[src/rtl/amm_pkg.sv]
// Shared types for the add-only modular multiplication sequencer.
// Assumes nothing beyond a synthesizable enum encoding.
package amm_pkg;
    typedef enum logic [1:0] {
        ST_IDLE,
        ST_LOAD,
        ST_DBL,
        ST_ADD
    } amm_state_e;

    localparam logic OP_MUL = 1'b0;
    localparam logic OP_NEG = 1'b1;
endpackage

[src/rtl/amm_modadd.sv]
// Combinational modular adder: sum = (x + y) mod n.
// Assumes x < n and y < n, so a single conditional subtraction suffices.
// The raw sum comes first, and a trial subtraction of n follows. The borrow
// of that subtraction picks which of the two goes out.
module amm_modadd #(
    parameter int W = 16
) (
    input  logic [W-1:0] x,
    input  logic [W-1:0] y,
    input  logic [W-1:0] n,
    output logic [W-1:0] sum
);
    logic [W:0]   raw;
    logic [W+1:0] trial;
    logic         borrow;

    // Add, trial-subtract the modulus, keep whichever is in range.
    always_comb begin
        raw    = {1'b0, x} + {1'b0, y};
        trial  = {1'b0, raw} - {2'b00, n};
        borrow = trial[W+1];
        sum    = borrow ? raw[W-1:0] : trial[W-1:0];
    end
endmodule

[src/rtl/amm_lead_one.sv]
// Leading-one finder: reports the index of the highest set bit of v.
// Assumes IW is wide enough to hold W-1. found is 0 when v is all zeros,
// and idx is then 0.
module amm_lead_one #(
    parameter int W  = 16,
    parameter int IW = 4
) (
    input  logic [W-1:0]  v,
    output logic [IW-1:0] idx,
    output logic          found
);
    // Scan upward so the highest set bit wins.
    always_comb begin
        idx   = '0;
        found = 1'b0;
        for (int i = 0; i < W; i++) begin
            if (v[i]) begin
                idx   = IW'(i);
                found = 1'b1;
            end
        end
    end
endmodule

[src/rtl/addchain_modmul.sv]
// Add-only modular multiply / negate sequencer.
// Computes (a*b) mod n by a left-to-right scan of b. At the first set bit it
// loads a. Each later bit doubles mod n, then adds a mod n if that bit is set.
// Every step is one clock. Negate returns (n-a) mod n in one step.
// Assumes a, b < n. Operands are captured on the accepting edge.
module addchain_modmul #(
    parameter int W = 16
) (
    input  logic         clk,
    input  logic         rst_n,
    input  logic         start,
    input  logic         op,
    input  logic [W-1:0] a,
    input  logic [W-1:0] b,
    input  logic [W-1:0] n,
    output logic         busy,
    output logic         done,
    output logic [W-1:0] result
);
    import amm_pkg::*;

    localparam int IW = (W > 1) ? $clog2(W) : 1;

    amm_state_e    state;
    logic          op_q;
    logic [W-1:0]  a_q, b_q, n_q, acc;
    logic [IW-1:0] idx;
    logic [IW-1:0] lead_idx;
    logic          lead_found;
    logic [W-1:0]  add_y, add_sum, neg_val;

    amm_lead_one #(.W(W), .IW(IW)) i_lead (
        .v     (b_q),
        .idx   (lead_idx),
        .found (lead_found)
    );

    // Second addend: a for the add step, the accumulator itself for doubling.
    assign add_y = (state == ST_ADD) ? a_q : acc;

    amm_modadd #(.W(W)) i_add (
        .x   (acc),
        .y   (add_y),
        .n   (n_q),
        .sum (add_sum)
    );

    // Additive inverse, with zero mapping to zero.
    assign neg_val = (a_q == '0) ? '0 : (n_q - a_q);

    assign busy   = (state != ST_IDLE);
    assign result = acc;

    // Sequencer: operand capture, scan and per-step accumulator update.
    always_ff @(posedge clk) begin
        if (!rst_n) begin
            state <= ST_IDLE;
            op_q  <= OP_MUL;
            a_q   <= '0;
            b_q   <= '0;
            n_q   <= '0;
            acc   <= '0;
            idx   <= '0;
            done  <= 1'b0;
        end else begin
            done <= 1'b0;
            unique case (state)
                ST_IDLE: begin
                    if (start) begin
                        op_q  <= op;
                        a_q   <= a;
                        b_q   <= b;
                        n_q   <= n;
                        state <= ST_LOAD;
                    end
                end
                ST_LOAD: begin
                    if (op_q == OP_NEG) begin
                        acc   <= neg_val;
                        done  <= 1'b1;
                        state <= ST_IDLE;
                    end else if (!lead_found) begin
                        acc   <= '0;
                        done  <= 1'b1;
                        state <= ST_IDLE;
                    end else begin
                        acc <= a_q;
                        if (lead_idx == '0) begin
                            done  <= 1'b1;
                            state <= ST_IDLE;
                        end else begin
                            idx   <= lead_idx - 1'b1;
                            state <= ST_DBL;
                        end
                    end
                end
                ST_DBL: begin
                    acc <= add_sum;
                    if (b_q[idx]) begin
                        state <= ST_ADD;
                    end else if (idx == '0) begin
                        done  <= 1'b1;
                        state <= ST_IDLE;
                    end else begin
                        idx <= idx - 1'b1;
                    end
                end
                ST_ADD: begin
                    acc <= add_sum;
                    if (idx == '0) begin
                        done  <= 1'b1;
                        state <= ST_IDLE;
                    end else begin
                        idx   <= idx - 1'b1;
                        state <= ST_DBL;
                    end
                end
                default: state <= ST_IDLE;
            endcase
        end
    end

    // every doubling or adding step lands below the modulus.
    p_step_below_mod_r5: assert property (@(posedge clk) disable iff (!rst_n)
        (state == ST_DBL || state == ST_ADD) |=> (acc < n_q));

    // done lasts one cycle and never overlaps busy.
    p_done_pulse_r7: assert property (@(posedge clk) disable iff (!rst_n)
        done |=> !done);
    p_done_not_busy_r7: assert property (@(posedge clk) disable iff (!rst_n)
        done |-> !busy);

    // captured operands are frozen while busy; idle result holds.
    p_busy_ignores_start_r8: assert property (@(posedge clk) disable iff (!rst_n)
        (busy && start) |=> ($stable(n_q) && $stable(a_q) && $stable(b_q)));
    p_idle_hold_r8: assert property (@(posedge clk) disable iff (!rst_n)
        (!busy && !start) |=> $stable(result));

    // zero multiplier finishes at once with zero.
    p_zero_b_r3: assert property (@(posedge clk) disable iff (!rst_n)
        (state == ST_LOAD && op_q == OP_MUL && b_q == '0) |=> (done && result == '0));
endmodule

[config.mk]
export PLATFORM = sky130hd
export DESIGN_NAME = addchain_modmul
export DESIGN_NICKNAME = d
export VERILOG_FILES = /design/src/rtl/amm_pkg.sv /design/src/rtl/amm_modadd.sv /design/src/rtl/amm_lead_one.sv /design/src/rtl/addchain_modmul.sv
export SDC_FILE = /design/constraint.sdc
export NUM_CORES = 1
export LEC_CHECK = 0
export BUFFER_PORTS_ARGS = -buffer_cell sky130_fd_sc_hd__buf_2
export CORE_AREA = 3 3 106 108
export DETAILED_ROUTE_END_ITERATION = 6
export DIE_AREA = 0 0 109 111
export PLACE_DENSITY = 0.73
export REMOVE_ABC_BUFFERS = 1
export SLEW_MARGIN = 20
export SYNTH_ARGS = -nofsm -noshare
export SYNTH_HDL_FRONTEND = slang
export SYNTH_SLANG_ARGS = --single-unit
[constraint.sdc]
create_clock -name clk -period 8.5 [get_ports clk]
set_input_delay 1.7 -clock clk [delete_from_list [all_inputs] [get_ports clk]]
set_output_delay 1.7 -clock clk [all_outputs]
set_load 0.05 [all_outputs]
==> results of run 1 <==
[state kept, by name, summed over array words and instances (netlist names)]
signal	flops
state	2
done	1
result	16
b_q	16
n_q	16
idx	4
op_q	1
a_q	16
[metal layers]
| layer | track usage | vias up |
|---|---|---|
| met1 | 0.3622 | 2556 |
| met5 | 0 | - |
| met3 | 0.03320 | 21 |
| met2 | 0.4251 | 231 |
| met4 | 0.09175 | 0 |
| li1 | - | 2776 |
[final timing paths]
| check | start | to | slack (ns) |
|---|---|---|---|
| max | state[0] | result[0] | 2.44 |
| min | n_q[7] | n_q[7] | 0.49 |
| max reg2reg | state[0] | result[0] | 2.44 |
| min reg2reg | n_q[7] | n_q[7] | 0.49 |
[through the flow]
step | hold WS (ns) | area, sq um | utilization | total power, W
final | 0.4899 | 6310 | 0.6112 | 0.002119
after floorplan | 0.4468 | 5538 | - | 0.001525
after detailed placement | 0.4703 | 6092 | 0.5901 | 0.001786
after CTS | 0.4847 | 6310 | 0.6112 | 0.002096
after global routing | 0.5229 | 6310 | 0.6112 | 0.002281
after global placement | 0.4592 | 6092 | 0.5901 | 0.001755
[cells in the final DEF (no fill, tap or decap), types with 8 or more instances in the layout]
cell / instances
inv_1: 52
mux2i_1: 17
o21a_1: 10
a221oi_1: 11
xnor2_1: 26
nand2b_1: 9
dfxtp_1: 72
buf_2: 69
nand3_1: 10
xor2_1: 14
nor2_1: 51
a21oi_1: 88
a21o_1: 11
a211oi_1: 8
clkbuf_8: 9
o21ai_0: 37
nor3_1: 10
ha_1: 48
nand2_1: 139
[cells by family (layout without fill, tap and decap cells)]
family / count (synthesis) / count (layout) / share of synthesized area
DFF: 72 / 72 / 0.2536
AOI/OAI and AO/OA: 224 / 224 / 0.2589
adders and majority gates: 51 / 51 / 0.1162
buffers and inverters: 86 / 142 / 0.06055
xor gates and xnor gates: 40 / 40 / 0.06165
muxes: 25 / 25 / 0.05570
and+or+nand+nor: 251 / 251 / 0.1933
[report_power, final]
group / internal, W / switching (W)
logic: 0.000587 / 0.000787
registers: 0.000382 / 0.0000617
clock network: 0.000166 / 0.000137
[layout make-up]
cell class | instances | area share
Tap cell | 136 | 0.02697
Sequential cell | 72 | 0.2284
Multi-Input combinational cell | 591 | 0.6179
Clock buffer | 9 | 0.01963
Timing Repair Buffer | 74 | 0.06068
Inverter | 53 | 0.03153
Clock inverter | 6 | 0.01487
[critical path, cell delays in order, from the launching register on]
cell and delay (ns):
dfxtp_1 0.78, nand2_1 0.73, o21ai_0 0.50, ha_1 0.31, a211oi_1 0.23, o21bai_1 0.12
or4_1 0.48, a32o_1 0.29, o21ai_0 0.32, xnor2_1 0.21, ha_1 0.33, nor2b_1 0.16
a41oi_1 0.26, nand3_1 0.12, a222oi_1 0.31, buf_4 0.35, mux2_2 0.37, o22ai_1 0.11
==> results.toml, run 1 <==
[outcome]
status = "completed"

[placed_design]
numPlacedInstances = 926
portBuffers = 69
place_congestion = 0.9033
dp_slack_ns = 2.578
dp_hpwl_um = 11980

[route]
m1WireLength_um = 7040
topRoutingLayerUsed = "met4"
ant_nets = 0
wl_per_cell_um = 16.75
vias_per_cell = 5.934
first_pass_iters = 5
drc = 0
met2WireLength_um = 7227
wl_met3_um = 1219
vias = 5584
drt_first_iter_violations = 578
wl_um = 15760

[synth]
yosysMostFrequentCell = "nand2_1"
ys_top_cells_by_count = "nand2_1, a21oi_1, dfxtp_1"
synthArstFlopShare = 0
ys_ff_latch = 72
yosys_warnings = 0
yosysSeqAreaShare = 0.2536
synth_edf_count = 0
synth_area_sq_um = 5683
synth_area_leaders = "dfxtp_1, ha_1, nand2_1, a21oi_1, xnor2_1"
synth.distinct_cells = 71
synth_top_area_cell = "dfxtp_1"
synth_top_area_share = 0.2536
avgSynthCellArea_sq_um = 7.587
synthCells = 749
ys.flop_type = "dfxtp_1"

[worst_setup_path]
start_kind = "flop"
reg2reg_depth = 17
required_ns = 8.79
critical_path_class = "reg -> reg"
cp-end-kind = "flop"
worstPathMaxFanout = 30
worstPathArrival_ns = 6.35

[worst_hold_path]
hold_path.class = "reg -> reg"
hold-path-cell-count = 2

[clocking]
postCtsSetupBuffers = 0
cts_tree = "yes"
clkTransAtPathRegs_ns = 0.08
post_cts_resized = 0
root_buffer = "clkbuf_8"
hold_buffers = 0
cts_max_path_buffers = 2
insertion_delay_ns = 0.36
cts_max_level = 3
cts_sinks = 72
cts-buffers-inserted = 9

[global_routing]
grt_pass1_vias = 5365
grt_overflow = 0
grt_pass1_wl_um = 25900
grt_util_all_layers = 0.2645
antenna_found_initial = 0
grt_start_max_net_pins = 51

[floorplan]
initial_core_util = 0.5505
die-area_sq_um = 12100
die_w_um = 109
std_cell_rows = 37
num_io_pins = 70
core_region_area_sq_um = 10320
die_y_um = 111

[timing]
final_max_slew_viol_count = 0
fin_ws_ns = 2.438
finalClockSkew_ns = 0.01049
fmax_ghz = 0.1650
relSlewSlack = 0.3814
tns_ns = 0
period_share = 0.7131
rsz0062_at_grt = "no"
min_period_ns = 6.062
setup_viol_count_final = 0
worst_pin_slew_ns = 0.9256
hold_viol = 0

[final_layout]
num-fill-cells = 961
multiInputGateArea_sq_um = 3899
regArea_sq_um = 1441
layout-drive-gt1-share = 0.1404
final_cells = 941
area_growth_syn_to_layout_pct = 11.03
antennaDiodeCount = 0
nets = 904

[power]
ir_drop_mv = 0.1555
p_leak_nw = 2.687
power_density_nw_per_um2 = 335.9

[flow_run]
maxCapViolCount = 0
Power figures use the tool's default switching activity.
==> inputs of run 2 (changes only) <==
- CORE_AREA: 3 3 106 108 -> 3 3 107 109
- DIE_AREA: 0 0 109 111 -> 0 0 110 112
- PLACE_DENSITY: 0.73 -> 0.75
- clock period: 8.5 -> 5.4 ns (I/O delays scaled with it)
==> run 2 against run 1 <==
  * Combinational power is 61% higher
  * Critical path type unchanged
  * Clock power is 75% higher
  * Flip-flop and latch count stayed put
  * Maximum frequency is 28% higher
  * Critical path depth stayed put
  * Sequential share of layout area is 0.17 points lower
  * Largest cell class unchanged
  * Register-to-register slack worse by 1.8 ns
  * Worst setup slack worse by 1.8 ns
  * Cell count is 0.74% higher
  * First-iteration DRC count is 16% lower
  * Global-route usage is 0.078 points higher
  * Sequential power is 56% higher
==> results.toml, run 2 (synthesis gave the netlist of run 1 again) <==
[outcome]
status = "completed"

[clocking]
postCtsSetupBuffers = 0
clkTransAtPathRegs_ns = 0.08
insertion_delay_ns = 0.36
cts_sinks = 72
cts-buffers-inserted = 9
cts_max_level = 3
hold_buffers = 0
cts_max_path_buffers = 2
cts_tree = "yes"
root_buffer = "clkbuf_8"
post_cts_resized = 0

[timing]
period_share = 0.8800
fmax_ghz = 0.2104
relSlewSlack = 0.4084
final_max_slew_viol_count = 0
finalClockSkew_ns = 0.006488
setup_viol_count_final = 0
hold_ws_ns = 0.4809
hold_viol = 0
min_period_ns = 4.752
rsz0062_at_grt = "no"
worst_pin_slew_ns = 0.8874
tns_ns = 0

[placed_design]
numPlacedInstances = 932
portBuffers = 69
place_congestion = 0.8967
dp_hpwl_um = 11900
placed_area_sq_um = 6112

[route]
ant_nets = 0
first_pass_iters = 6
met2WireLength_um = 7105
vias_per_cell = 5.822
wl_per_cell_um = 16.53
m1WireLength_um = 7194
wl_met3_um = 1023
drc = 0
topRoutingLayerUsed = "met4"
wl_um = 15670
drt_first_iter_violations = 483
vias = 5519

[global_routing]
grt_pass1_vias = 5317
grt_util_all_layers = 0.2653
grt_start_max_net_pins = 58
grt_pass1_wl_um = 26030
grt_overflow = 0
antenna_found_initial = 0

[worst_setup_path]
critical_path_class = "reg -> reg"
cp_slowest_cell = "or4_1"
cp_num_buf_inv = 2
worstPathArrival_ns = 5.04
critPathLaunch = "a_q[1]"
cpLargestDelayFamily = "compound AO/OA/AOI/OAI gates"
timing.rr.start = "a_q[1]"
critPathMaxStageDelay_ns = 0.48
cp-end-kind = "flop"
required_ns = 5.68
crit_chain = "inv_1 > o21ai_0 > ha_1 > a211oi_1 > o21bai_1 > or4_1 > a32o_1 > o21ai_0 > xnor2_1 > ha_1 > nor2b_1 > a41oi_1 > nand3_1 > a222oi_1 > buf_4 > mux2_2 > o22ai_1"
start_kind = "flop"
worstPathMaxFanout = 16

[floorplan]
die-area_sq_um = 12320
die_y_um = 112
core_region_area_sq_um = 10700
initial_core_util = 0.5312
num_io_pins = 70
std_cell_rows = 38
die_w_um = 110

[power]
p_leak_nw = 2.710
power_density_nw_per_um2 = 538.1
total_power_w = 0.003420
ir_drop_mv = 0.2634

[final_layout]
regArea_sq_um = 1441
num-fill-cells = 1043
final_cells = 948
antennaDiodeCount = 0
layout_common_cells = "nand2_1, a21oi_1, dfxtp_1"
final_area_sq_um = 6356
layout_commonest_cell = "nand2_1"
multiInputGateArea_sq_um = 3899
layout-drive-gt1-share = 0.1436
area_growth_syn_to_layout_pct = 11.85
nets = 906

[worst_hold_path]
hold_path.class = "reg -> reg"
min_from = "b_q[0]"

[flow_run]
maxCapViolCount = 0
run 2: cell count changes in the layout (fill, tap and decap cells not counted), sizes merged:
cell,previous run,this run
bufinv,2,3
inv,53,52
buf,74,76
clkinv,3,4
run 2: metrics by stage:
stage          setup slack, ns    util
4_1_cts                 0.6467  0.5942
6_report                0.6477  0.5942
3_5_place_dp            0.6627  0.5713
3_3_place_gp            0.8012  0.5713
2_1_floorplan           -1.113       -
5_1_grt                 0.1785  0.5942
run 2: report_power, final:
group | switching, W | internal (W)
registers | 0.0000904 | 0.000601
logic | 0.00127 | 0.000926
clock network | 0.000221 | 0.000307
run 2: cell type report:
| type | instances | area share |
|---|---|---|
| multi-input cells | 591 | 0.6134 |
| flip-flops and latches | 72 | 0.2268 |
| clock inverters | 7 | 0.01890 |
| well taps | 140 | 0.02756 |
| inverters | 53 | 0.03130 |
| repair buffers | 76 | 0.06260 |
| clock buffers | 9 | 0.01949 |
run 2: worst min-delay path, cell delays in order (launching register included):
cell and delay [ns]:
dfxtp_1 0.33, nand2_1 0.06, a21oi_1 0.05
run 2: final timing paths:
kind                to  slack (ns)  cells after the start
max          result[0]        0.65                     17
min             b_q[0]        0.48                      2
max reg2reg  result[0]        0.65                     17
min reg2reg     b_q[0]        0.48                      2
run 2: routing by layer:
| metal | track usage | up-vias |
|---|---|---|
| li1 | - | 2786 |
| met1 | 0.3816 | 2492 |
| met2 | 0.4082 | 216 |
| met3 | 0.02783 | 25 |
| met4 | 0.09643 | 0 |
| met5 | 0 | - |
